[src/rtl/refsel_pkg.sv]
package refsel_pkg;
   localparam int NREF = 2;

   typedef enum logic [1:0] {
      ST_USE_A = 2'd0,
      ST_USE_B = 2'd1,
      ST_HOLD  = 2'd2
   } sel_state_t;
endpackage

[src/rtl/refsel_mon.sv]
module refsel_mon #(
   parameter int WIN_W   = 12,
   parameter int MIN_WIN = 16,
   parameter int RECOV   = 64,
   parameter int SYNC    = 2
) (
   input  logic             clk,
   input  logic             rst_n,
   input  logic             ref_in,
   input  logic [WIN_W-1:0] win_len,
   output logic             ok
);
   localparam int CW = $clog2(RECOV + 1);
   localparam logic [WIN_W-1:0] MIN_V = WIN_W'(MIN_WIN);
   localparam logic [CW-1:0]    LAST_EDGE = CW'(RECOV - 1);

   generate
      if (SYNC < 2) begin : g_bad_sync
         $error("refsel_mon: SYNC must be at least 2");
      end
      if (RECOV < 1) begin : g_bad_recov
         $error("refsel_mon: RECOV must be at least 1");
      end
      if (MIN_WIN < 2 || MIN_WIN >= (1 << WIN_W)) begin : g_bad_win
         $error("refsel_mon: MIN_WIN out of range for WIN_W");
      end
   endgenerate

   logic [SYNC-1:0]  sync_q;
   logic             prev_q;
   logic             edge_p;
   logic [WIN_W-1:0] eff_win;
   logic [WIN_W-1:0] gap_q;
   logic             timeout;
   logic [CW-1:0]    good_q;

   always_ff @(posedge clk or negedge rst_n) begin
      if (!rst_n) begin
         sync_q <= '0;
         prev_q <= 1'b0;
      end else begin
         sync_q <= {sync_q[SYNC-2:0], ref_in};
         prev_q <= sync_q[SYNC-1];
      end
   end

   assign edge_p  = sync_q[SYNC-1] & ~prev_q;
   assign eff_win = (win_len < MIN_V) ? MIN_V : win_len;
   assign timeout = !edge_p && (gap_q >= eff_win - 1'b1);

   always_ff @(posedge clk or negedge rst_n) begin
      if (!rst_n) begin
         gap_q <= '0;
      end else if (edge_p) begin
         gap_q <= '0;
      end else if (gap_q != '1) begin
         gap_q <= gap_q + 1'b1;
      end
   end

   always_ff @(posedge clk or negedge rst_n) begin
      if (!rst_n) begin
         ok     <= 1'b0;
         good_q <= '0;
      end else if (timeout) begin
         ok     <= 1'b0;
         good_q <= '0;
      end else if (edge_p && !ok) begin
         if (good_q == LAST_EDGE) begin
            ok     <= 1'b1;
            good_q <= '0;
         end else begin
            good_q <= good_q + 1'b1;
         end
      end
   end

   // validity is only ever regained on a detected edge
   a_r3_rise_on_edge: assert property (@(posedge clk) disable iff (!rst_n)
      $rose(ok) |-> $past(edge_p));

   // an edge inside the window never causes a loss in the next cycle
   a_r2_edge_keeps: assert property (@(posedge clk) disable iff (!rst_n)
      edge_p |=> !$fell(ok));
endmodule

[src/rtl/refsel_fsm.sv]
module refsel_fsm
   import refsel_pkg::*;
(
   input  logic            clk,
   input  logic            rst_n,
   input  logic [NREF-1:0] valid,
   input  logic            auto_mode,
   input  logic            revertive,
   input  logic            prefer_b,
   input  logic            manual_b,
   output logic            sel_b,
   output logic            holdover,
   output logic            switch_pulse
);
   sel_state_t state_q, state_n;
   logic       sel_q, sel_n, pulse_n;
   logic       cur;

   function automatic sel_state_t pick(input logic b);
      return b ? ST_USE_B : ST_USE_A;
   endfunction

   always_comb begin
      state_n = state_q;
      cur     = (state_q == ST_USE_B);
      if (!auto_mode) begin
         state_n = pick(manual_b);
      end else if (state_q == ST_HOLD) begin
         if (valid[prefer_b])       state_n = pick(prefer_b);
         else if (valid[!prefer_b]) state_n = pick(!prefer_b);
      end else if (!valid[cur]) begin
         state_n = valid[!cur] ? pick(!cur) : ST_HOLD;
      end else if (revertive && (cur != prefer_b) && valid[prefer_b]) begin
         state_n = pick(prefer_b);
      end
      sel_n   = (state_n == ST_HOLD) ? sel_q : (state_n == ST_USE_B);
      pulse_n = (sel_n != sel_q) || (state_q == ST_HOLD && state_n != ST_HOLD);
   end

   always_ff @(posedge clk or negedge rst_n) begin
      if (!rst_n) begin
         state_q      <= ST_USE_A;
         sel_q        <= 1'b0;
         switch_pulse <= 1'b0;
      end else begin
         state_q      <= state_n;
         sel_q        <= sel_n;
         switch_pulse <= pulse_n;
      end
   end

   assign sel_b    = sel_q;
   assign holdover = (state_q == ST_HOLD);

   // manual mode follows the manual bit, never in holdover
   a_r5_manual_follow: assert property (@(posedge clk) disable iff (!rst_n)
      !auto_mode |=> (sel_b == $past(manual_b)) && !holdover);

   // holdover only arises from automatic operation
   a_r7_hold_auto: assert property (@(posedge clk) disable iff (!rst_n)
      holdover |-> $past(auto_mode));

   // outside holdover, automatic mode only lands on a valid reference
   a_r6_sel_valid: assert property (@(posedge clk) disable iff (!rst_n)
      ($past(rst_n) && $past(auto_mode) && !holdover) |->
         (sel_b ? $past(valid[1]) : $past(valid[0])));
endmodule

[src/rtl/refsel_ctrl.sv]
module refsel_ctrl
   import refsel_pkg::*;
#(
   parameter int WIN_W   = 12,
   parameter int MIN_WIN = 16,
   parameter int RECOV   = 64,
   parameter int SYNC    = 2
) (
   input  logic             clk,
   input  logic             rst_n,
   input  logic             ref_a,
   input  logic             ref_b,
   input  logic [WIN_W-1:0] win_len,
   input  logic             auto_mode,
   input  logic             revertive,
   input  logic             prefer_b,
   input  logic             manual_b,
   output logic             sel_b,
   output logic             holdover,
   output logic             ref_a_ok,
   output logic             ref_b_ok,
   output logic             switch_pulse
);
   logic [NREF-1:0] refs;
   logic [NREF-1:0] valid;

   assign refs = {ref_b, ref_a};

   generate
      for (genvar i = 0; i < NREF; i++) begin : g_mon
         refsel_mon #(
            .WIN_W  (WIN_W),
            .MIN_WIN(MIN_WIN),
            .RECOV  (RECOV),
            .SYNC   (SYNC)
         ) u_mon (
            .clk    (clk),
            .rst_n  (rst_n),
            .ref_in (refs[i]),
            .win_len(win_len),
            .ok     (valid[i])
         );
      end
   endgenerate

   refsel_fsm u_fsm (
      .clk         (clk),
      .rst_n       (rst_n),
      .valid       (valid),
      .auto_mode   (auto_mode),
      .revertive   (revertive),
      .prefer_b    (prefer_b),
      .manual_b    (manual_b),
      .sel_b       (sel_b),
      .holdover    (holdover),
      .switch_pulse(switch_pulse)
   );

   assign ref_a_ok = valid[0];
   assign ref_b_ok = valid[1];

   // every change of selection is accompanied by a pulse
   a_r11_pulse_on_switch: assert property (@(posedge clk) disable iff (!rst_n)
      (sel_b != $past(sel_b)) |-> switch_pulse);

   // every exit from holdover is accompanied by a pulse
   a_r11_pulse_on_exit: assert property (@(posedge clk) disable iff (!rst_n)
      $fell(holdover) |-> switch_pulse);
endmodule

[config.mk]
export PLATFORM = sky130hd
export DESIGN_NAME = refsel_ctrl
export DESIGN_NICKNAME = d
export VERILOG_FILES = /design/src/rtl/refsel_pkg.sv /design/src/rtl/refsel_mon.sv /design/src/rtl/refsel_fsm.sv /design/src/rtl/refsel_ctrl.sv
export SDC_FILE = /design/constraint.sdc
export NUM_CORES = 1
export LEC_CHECK = 0
export ABC_AREA = 0
export ABC_CLOCK_PERIOD_IN_PS = 3200
export BUFFER_PORTS_ARGS = -buffer_cell sky130_fd_sc_hd__buf_2
export CORE_UTILIZATION = 60
export DETAILED_ROUTE_END_ITERATION = 10
export MAX_ROUTING_LAYER = met4
export PLACE_DENSITY = 0.91
export RECOVER_POWER = 25
export SKIP_CTS_REPAIR_TIMING = 1
export SLEW_MARGIN = 10
export SYNTH_ARGS = -nofsm -noshare
export SYNTH_HDL_FRONTEND = slang
export SYNTH_SLANG_ARGS = --single-unit
[constraint.sdc]
create_clock -name clk -period 3.2 [get_ports clk]
set_clock_uncertainty 0.15 [all_clocks]
set_input_delay 0.64 -clock clk [delete_from_list [all_inputs] [get_ports clk]]
set_output_delay 0.64 -clock clk [all_outputs]
set_load 0.1 [all_outputs]
==> results by group <==
Logic synthesis
  • Post-synthesis sequential element count: 50
  • FFs w/ async S/R, synth: 100%
  • Mean Syn Cell Area: between 9 and 10 um2
  • Sequential share of the synthesized area: 41.3%
  • Syn Inst Count: 319
  • Main synth FF type: dfrtp_1
  • Mapped Nets: 364
  • Synth Warn #: 0
  • Yosys cell types: between 50 and 60
  • Synthesized area: 3030 um2
  • EDFF count, synth: 0

Power and ir drop
  • Power Internal: ~1.2 mW
  • Sw Pwr: roughly 660 uW
  • Logic pwr share: roughly 28%
  • Flop pwr share: a little under half
  • Leakage: 1.63 nW
  • Maximum VDD drop: roughly 0.51 mV
  • Clock share of power: approximately 25%
  • Sw frac: a little over a third
  • Power per cell area: about 500 nW/um2

Final layout
  • Finished Layout Cells: approximately 450
  • Area growth syn-to-layout: 22.4%
  • Share of layout cells above drive strength 1: a little under a quarter
  • Nets: 425
  • Finished Cell Area: 3710 um2
  • Final core occ: between 70% and 80%
  • ANT cells: 0

Floorplanning
  • FP Rows: 25
  • Die Area: ~5300 um2
  • Die Y: approximately 73 um
  • Die span in x: between 70 and 80 um
  • Core Box Area: 4790 um2
  • Starting Density: a little under two thirds
  • I/O pin count: 25

Clock tree
  • Skew-Pair Late Insertion Delay: between 0.3 and 0.4 ns
  • Max Root-Sink Buffers: 2
  • CTS Root Cell: clkbuf_8
  • Clk sinks: 50
  • H-tree levels: 2
  • CTS buffer count: 5
  • CTS tree: built
  • Clock slew at reported path FFs: about 0.10 ns

Place
  • Detailed placement HPWL: approximately 5300 um
  • Placed Cells: approximately 440
  • Setup WS pre-CTS: -1.78 ns
  • Post-DP Area: between 3000 and 4000 um2
  • IO buf count: 24
  • Placer Congestion: a little under 0.9

STA
  • Worst slew margin: 18.1%
  • Maximum clock frequency: 0.214 GHz
  • Final hold vios: 0
  • Max Slew Vio Count: 0
  • Final setup margin: -1.46 ns
  • Setup violations, final: 16
  • Hold Slack: around 0.21 ns
  • Worst-Margin Slew: about 1.2 ns
  • Post-route minimum period: between 4 and 5 ns
  • RSZ-0062 raised after global routing: yes
  • Final Cycle Share: 146%

GRT
  • Largest net degree at the start of global routing: 51
  • Global-route wire length before repair: ~12000 um
  • Global route overflow: 0
  • Vias in the first global route: between 2k and 3k
  • Total track usage: roughly 30%
  • Antenna violations before repair: 0

Worst hold path
  • Worst Hold Depth: 0
  • Worst Hold Launch: g_mon[1].u_mon.sync_q[0]$_DFF_PN0_
  • Hold Crit Class: reg2reg

Worst setup path
  • CP endpoint kind: flop
  • Worst Path Required: roughly 3.3 ns
  • Worst Setup Start Kind: input port
  • Crit path max fanout: 7
  • Critical path type: in2reg
  • CP startpoint: win_len[7]
  • Worst EP arrival: 4.71 ns
  • Reg2Reg Depth: 9
  • Reg2Reg Launch Point: g_mon[0].u_mon.gap_q[0]$_DFFE_PN0P_

Detailed routing
  • Antenna-violating nets left: 0
  • 1st-pass router iterations: 5
  • Vias per Instance: roughly 6
  • Routed length per instance: ~17 um
  • Residual DRC count: 0
  • 1st-iter DRT viols: approximately 200
  • Vias: about 2.7k
  • WL final: 7490 um

Run status
  • Failing checks: setup timing
  • Status: finished, violations left

Run
  • Max cap viols: 0
[cell families (layout without fill, tap and decap cells)]
| group | count (synthesis) | after routing | synth area share [%] |
|---|---|---|---|
| compound gates | 66 | 66 | 14.4 |
| xor+xnor | 21 | 21 | 6.06 |
| fa+ha+maj | 27 | 27 | 11.0 |
| buf+inv | 14 | 76 | 1.73 |
| flops | 50 | 50 | 41.3 |
| mux | 2 | 2 | 0.701 |
| simple gates | 139 | 139 | 24.9 |
[power by group through the flow]
stage	clock (mW)	combinational, mW	sequential, mW
3_5_place_dp	0	0.508	0.870
6_report	0.471	0.528	0.863
4_1_cts	0.472	0.512	0.858
2_1_floorplan	0	0.310	0.889
3_3_place_gp	0	0.471	0.860
5_1_grt	0.500	0.588	0.878
[final timing paths]
path | to | slack, ns
max in group asynchronous | g_mon[1].u_mon.gap_q[5]$_DFFE_PN0P_ | 1.65
min in group asynchronous | g_mon[0].u_mon.gap_q[3]$_DFFE_PN0P_ | 0.50
max | g_mon[0].u_mon.good_q[4]$_DFFE_PN0P_ | -1.46
min reg2reg | g_mon[1].u_mon.sync_q[1]$_DFF_PN0_ | 0.21
min | g_mon[1].u_mon.sync_q[1]$_DFF_PN0_ | 0.21
max reg2reg | g_mon[0].u_mon.good_q[3]$_DFFE_PN0P_ | 0.59
[cell type report]
cell class	count	area [um2]
clock buffers	5	68.8
clock inverters	3	48.8
fillers	314	1070
inverters	10	37.5
multi-input cells	255	1840
flip-flops and latches	50	1250
well taps	67	83.8
repair buffers	58	379
[cell usage after synthesis, drive strengths merged (7+ instances only)]
cell / number / area, um2
a21oi: 17 / 88.8
dfrtp: 50 / 1250
ha: 25 / 313
inv: 10 / 37.5
nand2: 20 / 75.1
nand2b: 7 / 43.8
nand3: 17 / 85.1
nand4: 9 / 56.3
nor2: 37 / 139
nor2b: 7 / 43.8
nor3: 13 / 86.3
o21ai: 20 / 104
or3: 8 / 50.1
xnor2: 8 / 70.1
xor2: 13 / 114
[per-stage QoR]
step | setup TNS (ns) | power, mW
after global routing | -23.61 | 1.97
after CTS | -21.75 | 1.84
after detailed placement | -26.76 | 1.38
final | -21.97 | 1.86
after floorplan | -21.99 | 1.20
after global placement | -24.37 | 1.33
[critical path, cell delays in order]
cell and delay (ns):
buf_2 0.11, or4_4 0.51, or3_4 0.38, or3_4 0.42
nand2_4 0.09, ha_4 0.13, or3b_4 0.41, nor4_4 0.23
xnor2_2 0.11, ha_1 0.30, and4_1 0.16, o21ai_1 0.07
o311a_1 0.30, maj3_2 0.32, a21oi_4 0.17, nor3_4 0.09
a211o_1 0.26
[layer usage]
| layer | vias up | routed length (um) | part of all wire [%] | GRT usage (%) |
|---|---|---|---|---|
| met1 | 1348 | 3300 | 44 | 37.6 |
| met3 | 16 | 258 | 3.4 | 4.97 |
| met5 | - | 0 | 0 | - |
| met4 | 0 | 153 | 2.0 | 9.37 |
| li1 | 1300 | - | - | - |
| met2 | 77 | 3780 | 50 | 49.6 |
[registers in the layout, indices dropped and copies added (netlist names)]
register / flops
g_mon.u_mon.gap_q: 24
g_mon.u_mon.good_q: 14
g_mon.u_mon.sync_q: 4
g_mon.u_mon.ok: 2
g_mon.u_mon.prev_q: 2
u_fsm.state_q: 2
u_fsm.sel_b: 1
u_fsm.switch_pulse: 1
[cell usage in the layout (no fill, tap or decap), types with 4 or more instances in the layout]
master | synthesis | routed
and3_1 | 4 | 4
nor2b_1 | 7 | 7
nand4_1 | 9 | 9
buf_4 | 0 | 33
clkbuf_8 | 0 | 5
xor2_1 | 13 | 13
nand3_1 | 17 | 17
a211o_1 | 4 | 4
dfrtp_1 | 50 | 50
o31ai_1 | 4 | 4
o21ai_0 | 17 | 15
nand2_1 | 20 | 18
nor3b_1 | 5 | 5
nand2b_1 | 7 | 7
or3_1 | 8 | 6
buf_2 | 0 | 23
ha_1 | 25 | 23
inv_1 | 10 | 10
xnor2_1 | 8 | 7
a21oi_1 | 16 | 14
nor2_1 | 37 | 36
nor3_1 | 10 | 10
Power figures use the tool's default switching activity.
